### src/rtl/brcond_pc_pkg.sv
package brcond_pc_pkg;
   typedef enum logic [1:0] {
      CC_EQ   = 2'b00,
      CC_GT   = 2'b01,
      CC_LT   = 2'b10,
      CC_RSVD = 2'b11
   } cc_e;

   localparam logic [1:0] FMT_BRANCH = 2'b10;
endpackage

### src/rtl/brcond_pc_decode.sv
module brcond_pc_decode #(
   parameter int INSTR_W  = 16,
   parameter int FMT_W    = 2,
   parameter int CC_LSB   = 2,
   parameter int TGT_LSB  = 4,
   parameter int TGT_W    = 12
) (
   input  logic [INSTR_W-1:0] instr,
   output logic               is_branch,
   output brcond_pc_pkg::cc_e cc,
   output logic [TGT_W-1:0]   tgt
);
   localparam int CC_W    = 2;
   localparam int TGT_MSB = TGT_LSB + TGT_W - 1;

   if (FMT_W != 2) begin : g_bad_fmt
      $error("brcond_pc_decode: format field must be 2 bits");
   end
   if (CC_LSB + CC_W > TGT_LSB) begin : g_bad_cc
      $error("brcond_pc_decode: condition field overlaps target");
   end
   if (TGT_MSB >= INSTR_W) begin : g_bad_tgt
      $error("brcond_pc_decode: target field exceeds instruction width");
   end

   always_comb begin
      is_branch = (instr[FMT_W-1:0] == brcond_pc_pkg::FMT_BRANCH);
      cc        = brcond_pc_pkg::cc_e'(instr[CC_LSB +: CC_W]);
      tgt       = instr[TGT_LSB +: TGT_W];
   end
endmodule

### src/rtl/brcond_pc_cond_sel.sv
module brcond_pc_cond_sel (
   input  logic               is_branch,
   input  brcond_pc_pkg::cc_e cc,
   input  logic               flag_eq,
   input  logic               flag_gt,
   input  logic               flag_lt,
   output logic               hit
);
   logic sel_flag;

   always_comb begin
      case (cc)
         brcond_pc_pkg::CC_EQ: sel_flag = flag_eq;
         brcond_pc_pkg::CC_GT: sel_flag = flag_gt;
         brcond_pc_pkg::CC_LT: sel_flag = flag_lt;
         default:              sel_flag = 1'b0;
      endcase
      hit = is_branch & sel_flag;
   end
endmodule

### src/rtl/brcond_pc_reg.sv
module brcond_pc_reg #(
   parameter int PC_W  = 16,
   parameter int TGT_W = 12,
   parameter int STEP  = 1
) (
   input  logic             clk,
   input  logic             rst,
   input  logic             adv,
   input  logic             load,
   input  logic [TGT_W-1:0] tgt,
   output logic [PC_W-1:0]  pc_q,
   output logic             taken_q
);
   localparam int PAD_W = PC_W - TGT_W;
   localparam logic [PC_W-1:0] STEP_V = PC_W'(STEP);

   if (PAD_W < 0) begin : g_bad_pad
      $error("brcond_pc_reg: target wider than PC");
   end
   if (STEP < 1) begin : g_bad_step
      $error("brcond_pc_reg: step must be positive");
   end

   logic [PC_W-1:0] tgt_ext;

   if (PAD_W > 0) begin : g_zext
      assign tgt_ext = {{PAD_W{1'b0}}, tgt};
   end else begin : g_direct
      assign tgt_ext = tgt[PC_W-1:0];
   end

   always_ff @(posedge clk) begin
      if (rst) begin
         pc_q    <= '0;
         taken_q <= 1'b0;
      end else if (adv) begin
         pc_q    <= load ? tgt_ext : (pc_q + STEP_V);
         taken_q <= load;
      end else begin
         taken_q <= 1'b0;
      end
   end

   AST_RESET_CLEARS: assert property (@(posedge clk)
      rst |=> (pc_q == '0 && !taken_q));

   AST_IDLE_HOLDS: assert property (@(posedge clk) disable iff (rst)
      !adv |=> ($stable(pc_q) && !taken_q));
endmodule

### src/rtl/brcond_pc.sv
module brcond_pc #(
   parameter int PC_W    = 16,
   parameter int INSTR_W = 16,
   parameter int TGT_LSB = 4,
   parameter int TGT_W   = 12
) (
   input  logic               clk,
   input  logic               rst,
   input  logic               adv,
   input  logic [INSTR_W-1:0] instr,
   input  logic               flag_eq,
   input  logic               flag_gt,
   input  logic               flag_lt,
   output logic [PC_W-1:0]    pc,
   output logic               taken
);
   localparam int FMT_W  = 2;
   localparam int CC_LSB = 2;

   logic               is_branch;
   brcond_pc_pkg::cc_e cc;
   logic [TGT_W-1:0]   tgt;
   logic               hit;

   brcond_pc_decode #(
      .INSTR_W (INSTR_W),
      .FMT_W   (FMT_W),
      .CC_LSB  (CC_LSB),
      .TGT_LSB (TGT_LSB),
      .TGT_W   (TGT_W)
   ) u_decode (
      .instr     (instr),
      .is_branch (is_branch),
      .cc        (cc),
      .tgt       (tgt)
   );

   brcond_pc_cond_sel u_cond (
      .is_branch (is_branch),
      .cc        (cc),
      .flag_eq   (flag_eq),
      .flag_gt   (flag_gt),
      .flag_lt   (flag_lt),
      .hit       (hit)
   );

   brcond_pc_reg #(
      .PC_W  (PC_W),
      .TGT_W (TGT_W),
      .STEP  (1)
   ) u_reg (
      .clk     (clk),
      .rst     (rst),
      .adv     (adv),
      .load    (hit),
      .tgt     (tgt),
      .pc_q    (pc),
      .taken_q (taken)
   );

   AST_NONBRANCH_STEPS: assert property (@(posedge clk) disable iff (rst)
      (adv && instr[1:0] != 2'b10) |=>
         (pc == PC_W'($past(pc) + 1'b1) && !taken));

   AST_RSVD_NEVER: assert property (@(posedge clk) disable iff (rst)
      (adv && instr[1:0] == 2'b10 && instr[3:2] == 2'b11) |=> !taken);

   AST_TAKEN_TARGET: assert property (@(posedge clk) disable iff (rst)
      (adv && hit) |=>
         (taken && pc == PC_W'($past(instr[TGT_LSB +: TGT_W]))));

   AST_TAKEN_PULSE: assert property (@(posedge clk) disable iff (rst)
      (taken && !(adv && hit)) |=> !taken);
endmodule

### config.mk
export PLATFORM = sky130hd
export DESIGN_NAME = brcond_pc
export DESIGN_NICKNAME = d
export VERILOG_FILES = /design/src/rtl/brcond_pc_pkg.sv /design/src/rtl/brcond_pc_decode.sv /design/src/rtl/brcond_pc_cond_sel.sv /design/src/rtl/brcond_pc_reg.sv /design/src/rtl/brcond_pc.sv
export SDC_FILE = /design/constraint.sdc
export NUM_CORES = 1
export LEC_CHECK = 0
export ABC_AREA = 1
export BUFFER_PORTS_ARGS = -buffer_cell sky130_fd_sc_hd__buf_2
export CORE_UTILIZATION = 49
export CTS_CLUSTER_DIAMETER = 50
export DETAILED_ROUTE_END_ITERATION = 8
export PLACE_DENSITY = 0.78
export SYNTH_ARGS = -nofsm -noshare
export SYNTH_HDL_FRONTEND = slang
export SYNTH_HIERARCHICAL = 1
export SYNTH_SLANG_ARGS = --single-unit
export TNS_END_PERCENT = 50
### constraint.sdc
create_clock -name clk -period 3.5 [get_ports clk]
set_clock_uncertainty 0.1 [all_clocks]
set_input_delay 0.175 -clock clk [delete_from_list [all_inputs] [get_ports clk]]
set_output_delay 0.175 -clock clk [all_outputs]
set_load 0.02 [all_outputs]
==> results.txt, run 1 <==
The worst min-delay path category is in2reg. The biggest area contributor in the post-synthesis netlist is sky130_fd_sc_hd__dfxtp_1. The distinct cell type count after synthesis came out at 27.

After detailed routing, the number of remaining DRC violations is 0. In the final layout, the multi-input gates occupy 616.8 um2. The I/O pin count is 39. The number of global-route vias before repair is 1047. The maximum level of the CTS H-tree came out at 1.

The worst-case IR drop observed on VDD is 0.0002153 V. The final max-slew violation count is 0. The share of synthesized registers carrying an async set or reset came out at 0%. The Yosys warning count is 6. The most frequent cell after synthesis is sky130_fd_sc_hd__nand2_1. The congestion estimate from routability-driven global placement came to 0.9121. The initial utilization of the core area, before any placement, comes to 52.10%. The worst path meets setup with 2.030 ns of slack. Entering global routing, the biggest net connects 12 pins.

The total of cells resized after clock tree synthesis is 0. The met3 global-route usage is 4.242%. In this design, the stage delay of the slowest critical-path cell is 0.42 ns. The global-route usage over all layers is 22.52%. For this run, global-route usage on met1 was measured as 28.36%. The worst-case setup slack after placement came out at 1.825 ns.

Compared with the post-synthesis result, the final layout area differs by 11.72%. The clock net sink count came out at 17. The total setup buffers inserted after CTS came out at 0. After layout, the worst path uses 41.99% of the clock period. After global routing the overflow that remains totals 0.

STA classifies the critical path startpoint as a flop. The x dimension of the die came out at 50.73 um. Of the cells placed in the final design, the portion with a size suffix greater than 1 is 29.44%. The area taken by flip-flops and latches is 340.3 um2. The clock buffer count from CTS came out at 3. The flow ran to the end, and the final reports show no timing, DRC or antenna violations. When the netlist entered floorplanning its net count stood at 194. The global-route wire length before repair came out at 4.422 mm.

Dividing the detail-routed via count by the number of cells gives 5.249. In the final design database the tool counted 221 nets. Max-cap violations in this run came to 0. Setup repair after global routing left no endpoint under its margin. The number of antenna violations at the first check in global routing is 0.

The half-perimeter wire length after placement came out at 2.089 mm. STA classifies the critical path endpoint as a flop. The measured slew at the worst slew-check pin is 0.3121 ns.

The total number of placement rows came out at 17. By area the synthesized netlist is led by sky130_fd_sc_hd__dfxtp_1 (29%), sky130_fd_sc_hd__nand2_1 (12%), sky130_fd_sc_hd__buf_4 (9.7%). The number of DRC violations after detailed-routing iteration 0 came out at 54.

The arrival time at the worst endpoint is 1.57 ns. The average cell area after synthesis is 6.805 um2. The antenna diode count came out at 0. The standby leakage power is 0.0006464 uW. Counting every instance in the synthesized netlist gives 171.

Counting flops with a built-in enable in the synthesized netlist gives 0. The post-route setup TNS came out at 0 ns. The critical path data required time came out at 3.60 ns. The final routed wire length divided by cell count is 12.00 um. The fraction of the yosys area taken by sequential cells came out at 29.25%. The busiest layer in global routing is met2. Setup violations remaining at the end of the flow were counted as 0.

The worst max-slew margin expressed relative to the limit came out at 79.12%. The power density normalized to cell area is 292.2 nW/um2. The clock transition at the registers of the reported paths came out at 0.12 ns. Buffers inserted to repair hold after CTS numbered 0. The clock network latency to the later pin of the worst-skew pair is 0.29 ns. The maximum clock path buffer count came out at 2. The final count of hold timing violations came out at 0. Along the worst path, the maximum fanout reaches 6.

In the synthesized netlist the dominant register cell turns out to be sky130_fd_sc_hd__dfxtp_1. Counting stages on the worst path, the most repeated cell is sky130_fd_sc_hd__nand2_1. The total area inside the core boundary comes to 2233 um2.

The number of buffers inserted by port buffering is 38. The length of the first detailed-routing pass in iterations is 4. The critical path goes through ha_1 > nand2_1 > nor2_1 > nand2_1 > nand2_1 > nand3_1 > nand2_1 > a21oi_1. The final period demand of the worst path came out at 1.470 ns. The detailed router placed 1181 vias in this run. Synthesis inferred 17 register bits. The floorplan die height is 50.73 um. The top achievable clock speed is 680.5 MHz. The cell area after synthesis is 1164 um2. After filler insertion, the fill cell instance count of the layout stands at 219.

The critical path class is reg2reg. The clock tree from TritonCTS is yes. The met2 track demand over resource in global routing came out at 38.22%. Counting instances in the post-synthesis netlist gives the leading cell types as sky130_fd_sc_hd__nand2_1 (37), sky130_fd_sc_hd__inv_1 (21), sky130_fd_sc_hd__dfxtp_1 (17). The tree is rooted in a sky130_fd_sc_hd__clkbuf_4. The floorplan step defined a die boundary enclosing 2574 um2. The antenna violation net count after detailed routing came out at 0. After synthesis, the largest area contributor takes up 29.25% of total cell area. The routed wire length is 2.701 mm. The slowest stage of the critical path is the sky130_fd_sc_hd__dfxtp_1 cell.
## cells by family (layout without fill, tap and decap cells)
logic type / count (synthesis) / after routing / share of synthesized area [%]
and+or+nand+nor: 85 / 85 / 37.74
buffers and inverters: 40 / 66 / 17.74
AOI/OAI and AO/OA: 27 / 27 / 13.44
DFF: 17 / 17 / 29.25
adders and majority gates: 1 / 1 / 1.075
xor gates and xnor gates: 1 / 1 / 0.7528
## layout make-up
class                      count  area share [%]
clock buffer                   3           1.732
sequential                    17           26.18
multi-input combinational    114           47.45
timing repair buffer          38           14.63
inverter                      24           6.930
tap                           28           2.695
clock inverter                 1          0.3850
## per-stage QoR
stage / hold WS [ns] / total power, uW / util (%) / area, um2 / cells
2_1_floorplan: 0.3082 / 260.5 / - / 1164 / 171
3_3_place_gp: 0.3166 / 273.5 / 56.97 / 1272 / 221
3_5_place_dp: 0.3295 / 274.8 / 56.97 / 1272 / 221
4_1_cts: 0.02548 / 383.1 / 58.21 / 1300 / 225
5_1_grt: 0.02832 / 402.9 / 58.21 / 1300 / 225
6_report: 0.03009 / 379.9 / 58.21 / 1300 / 225
## per-layer routing
layer,up-vias,share of wire (%)
met4,0,1.0
li1,593,-
met5,-,0
met3,4,5.3
met1,544,44
met2,40,49
## layout by cell type (no fill, tap or decap)
cell type / n
sky130_fd_sc_hd__a31oi_1: 1
sky130_fd_sc_hd__nor2_1: 16
sky130_fd_sc_hd__nand2_2: 4
sky130_fd_sc_hd__nand4_1: 2
sky130_fd_sc_hd__o21ai_0: 8
sky130_fd_sc_hd__nand3b_1: 4
sky130_fd_sc_hd__nand2_1: 37
sky130_fd_sc_hd__nor3b_2: 1
sky130_fd_sc_hd__clkinv_2: 1
sky130_fd_sc_hd__nand3_1: 8
sky130_fd_sc_hd__buf_2: 38
sky130_fd_sc_hd__xor2_1: 1
sky130_fd_sc_hd__a21oi_1: 9
sky130_fd_sc_hd__a211oi_1: 4
sky130_fd_sc_hd__inv_1: 21
sky130_fd_sc_hd__o211ai_1: 3
sky130_fd_sc_hd__dfxtp_1: 17
sky130_fd_sc_hd__o21a_1: 1
sky130_fd_sc_hd__nor3_1: 5
sky130_fd_sc_hd__inv_2: 3
sky130_fd_sc_hd__nor2_2: 2
sky130_fd_sc_hd__ha_1: 1
sky130_fd_sc_hd__o21ai_1: 1
sky130_fd_sc_hd__nand3_4: 1
sky130_fd_sc_hd__clkbuf_4: 3
sky130_fd_sc_hd__nor2_4: 3
sky130_fd_sc_hd__nor2_8: 1
sky130_fd_sc_hd__nand2_4: 1
## flip-flops by register name, indices dropped and copies added (netlist names)
| signal | flops |
|---|---|
| u_reg/taken_q | 1 |
| u_reg/pc_q | 16 |
## critical path: cells and delay by family, from the launching register on
| kind | cells | cell delay [ns] |
|---|---|---|
| and+or+nand+nor | 6 | 0.63 |
| DFF | 1 | 0.42 |
| adders and majority gates | 1 | 0.19 |
| AOI/OAI and AO/OA | 1 | 0.05 |
## power by group
group / internal (uW) / switching [uW] / leakage [uW] / total (uW)
Sequential: 200 / 8.61 / 0.000138 / 208
Combinational: 24.5 / 38.2 / 0.000491 / 62.7
Clock: 42.4 / 66.5 / 0.0000177 / 109
## final timing paths
path | from | slack (ns) | depth (start not counted) | end
hold / removal | instr[4] | 0.03 | 3 | u_reg/pc_q[0]$_SDFFE_PP0P_
setup reg to reg | u_reg/pc_q[0]$_SDFFE_PP0P_ | 2.03 | 8 | u_reg/pc_q[8]$_SDFFE_PP0P_
hold reg to reg | u_reg/pc_q[15]$_SDFFE_PP0P_ | 0.39 | 2 | u_reg/pc_q[15]$_SDFFE_PP0P_
setup / recovery | u_reg/pc_q[0]$_SDFFE_PP0P_ | 2.03 | 8 | u_reg/pc_q[8]$_SDFFE_PP0P_
No activity file was read; power rests on OpenSTA's default activity.
==> run 2, diff against run 1 <==
clock period = 1.5 ns   (was 3.5 ns; I/O delays follow)
==> results.txt, run 2 (synthesized netlist as in run 1, its figures left out) <==
The flow ran to the end, and the final reports show no timing, DRC or antenna violations. Setup repair after global routing left no endpoint under its margin. The number of filler instances in the final layout is 212. The CTS root buffer is sky130_fd_sc_hd__clkbuf_4. The net count of the finished layout came out at 233.

Summing all multi-input logic gate instances after layout gives 616.8 um2. The I/O pin count came out at 39. The final max-slew violation count came to 0.

The worst pin sits at a relative slew slack of 79.76%. The via total after detailed routing came out at 1214. The number of DRC violations after detailed-routing iteration 0 came out at 53. The largest net degree at the start of global routing is 12. The worst hold path begins at instr[7]. Data on the critical path arrives at its endpoint at 1.51 ns.

The most frequent standard cell in the layout excluding fill and tap cells is sky130_fd_sc_hd__buf_2. The post-route setup TNS came out at 0 ns. The length of the first detailed-routing pass in iterations is 4. For this design, the slowest cell found on the critical path is sky130_fd_sc_hd__dfxtp_1. The residual DRC count is 0. In the routed layout, each cell is associated on average with a via count of 5.122. STA classifies the critical path startpoint as a flop. The area taken by flip-flops and latches came out at 345.3 um2. The highest net fanout along the worst path came out at 6. The global-route usage over all layers came out at 24.92%. From synthesis to final layout, the design area changed by 21.18%. The top achievable clock speed is 712.2 MHz. The core region is 2233 um2. The critical path data required time is 1.61 ns. The half-perimeter wire length after placement came out at 2.151 mm. The register with the highest flop count is u_reg/pc_q.

The number of global-route vias before repair came out at 1133. The buffers plus inverters on the worst setup path came out at 0. The count of maximum capacitance violations is 0.

The critical path class is reg2reg. The clock network latency to the later pin of the worst-skew pair came out at 0.30 ns. At the pin with the least slew margin, the transition time is 0.3004 ns. The global-route wire length before repair came out at 4.802 mm. The delay contributed by the slowest stage of the critical path is 0.43 ns. The worst hold margin is 0.006519 ns.

After layout, the worst path uses 93.60% of the clock period. The initial cell density of the core is 52.10%. The number of flip-flops under the largest register name came out at 16. The utilization of the core after routing came out at 63.14%. Walking the worst path, the cells encountered are nand2_1 > nor2_4 > nand2_4 > nor2_8 > nand2_2 > xor2_1 > nor2_1. In the final routed layout, each cell accounts on average for 11.86 um.

The routed wire length came out at 2.810 mm. The path class of the tightest hold or removal check is in2reg. The floorplan die height came out at 50.73 um. The standby leakage power is 0.0007030 uW. The die footprint came out at 2574 um2. The number of buffers inserted by port buffering came out at 38. Leaving out fill and tap cells, the most frequent cells in the layout are sky130_fd_sc_hd__buf_2 (38), sky130_fd_sc_hd__nand2_1 (37), sky130_fd_sc_hd__inv_1 (21). The clock transition at the registers of the reported paths came out at 0.10 ns.

Setup violations remaining at the end of the flow were counted as 0. The power density normalized to cell area came out at 650.0 nW/um2. In this run the critical register-to-register path is launched from u_reg/pc_q[2]$_SDFFE_PP0P_.

The number of antenna violations at the first check in global routing was 0. Grouping stages by cell kind, the critical path spends the most delay in simple AND/OR/NAND/NOR gates. The x dimension of the die is 50.73 um. The weighted congestion at the end of routability-driven global placement came out at 0.8516. TritonCTS built the clock tree. The clock buffer count from CTS came out at 3. The final count of hold timing violations was 0.

The clock net sink count is 17. The antenna violation net count after detailed routing is 0. The share of final-layout standard cells stronger than drive strength 1 came out at 31.58%. The worst vdd rail ir drop is 0.0006376 V.

The antenna diode count came out at 0. The final period demand of the worst path is 1.404 ns. The largest registers in the layout are u_reg/pc_q: 16 flops, u_reg/taken_q: 1 flops.

The maximum clock path buffer count came out at 2. The remaining global-route overflow came out at 0. The total number of placement rows is 17. The type of destination of the critical path is a flop.

The worst setup path startpoint is u_reg/pc_q[2]$_SDFFE_PP0P_. The maximum level of the CTS H-tree is 1.
-- run 2: cell count changes in the layout (fill, tap and decap cells not counted) --
cell                            change
sky130_fd_sc_hd__dfxtp_2            +1
sky130_fd_sc_hd__dfxtp_4            +1
sky130_fd_sc_hd__dfxtp_1            -2
sky130_fd_sc_hd__dlygate4sd3_1      +6
sky130_fd_sc_hd__buf_4              +6
-- run 2: layout make-up --
class | instances | area share [%]
multi-input combinational | 114 | 43.74
sequential | 17 | 24.49
timing repair buffer | 50 | 20.94
inverter | 24 | 6.389
tap | 28 | 2.484
clock buffer | 3 | 1.597
clock inverter | 1 | 0.3549
-- run 2: report_power, final --
part | switching (uW) | internal, uW | total, uW
clock | 159 | 99.7 | 259
sequential | 16.5 | 466 | 483
combinational | 98.0 | 76.7 | 175
total | 274 | 643 | 917
-- run 2: what timing repair did --
item                       CTS  global route
setup buffers                0             0
gates resized for setup      0             3
hold endpoints to repair    10             0
setup endpoints to repair    0             4
hold buffers                 6             0
-- run 2: stage by stage --
step	power (uW)	cells	cell area, um2	worst slack (ns)
after global placement	648.2	227	1318	0.03417
after detailed placement	653.0	227	1318	0.04613
after CTS	920.4	237	1405	0.06505
after floorplan	607.9	171	1164	0.06006
after global routing	965.5	237	1410	0.004835
final	916.5	237	1410	0.09593
-- run 2: final timing paths --
kind                                 endpoint  slack, ns  depth (start not counted)
setup / recovery  u_reg/pc_q[13]$_SDFFE_PP0P_        0.1                          7
hold / removal     u_reg/pc_q[3]$_SDFFE_PP0P_      0.007                          3
setup reg to reg  u_reg/pc_q[13]$_SDFFE_PP0P_        0.1                          7
hold reg to reg   u_reg/pc_q[15]$_SDFFE_PP0P_       0.38                          2
-- run 2: worst register-to-register path, stage by stage, from the launching register on --
cell                      delay, ns
sky130_fd_sc_hd__dfxtp_1       0.43
sky130_fd_sc_hd__nand2_1       0.12
sky130_fd_sc_hd__nor2_4        0.20
sky130_fd_sc_hd__nand2_4       0.11
sky130_fd_sc_hd__nor2_8        0.11
sky130_fd_sc_hd__nand2_2       0.05
sky130_fd_sc_hd__xor2_1        0.13
sky130_fd_sc_hd__nor2_1        0.06
-- run 2: per-layer routing --
layer	vias to the layer above	GRT usage, %	share of wire, %
met3	5	6.061	7.3
met1	543	29.47	42
li1	615	-	-
met2	51	42.44	50
met5	-	0	0
met4	0	10.65	1.2
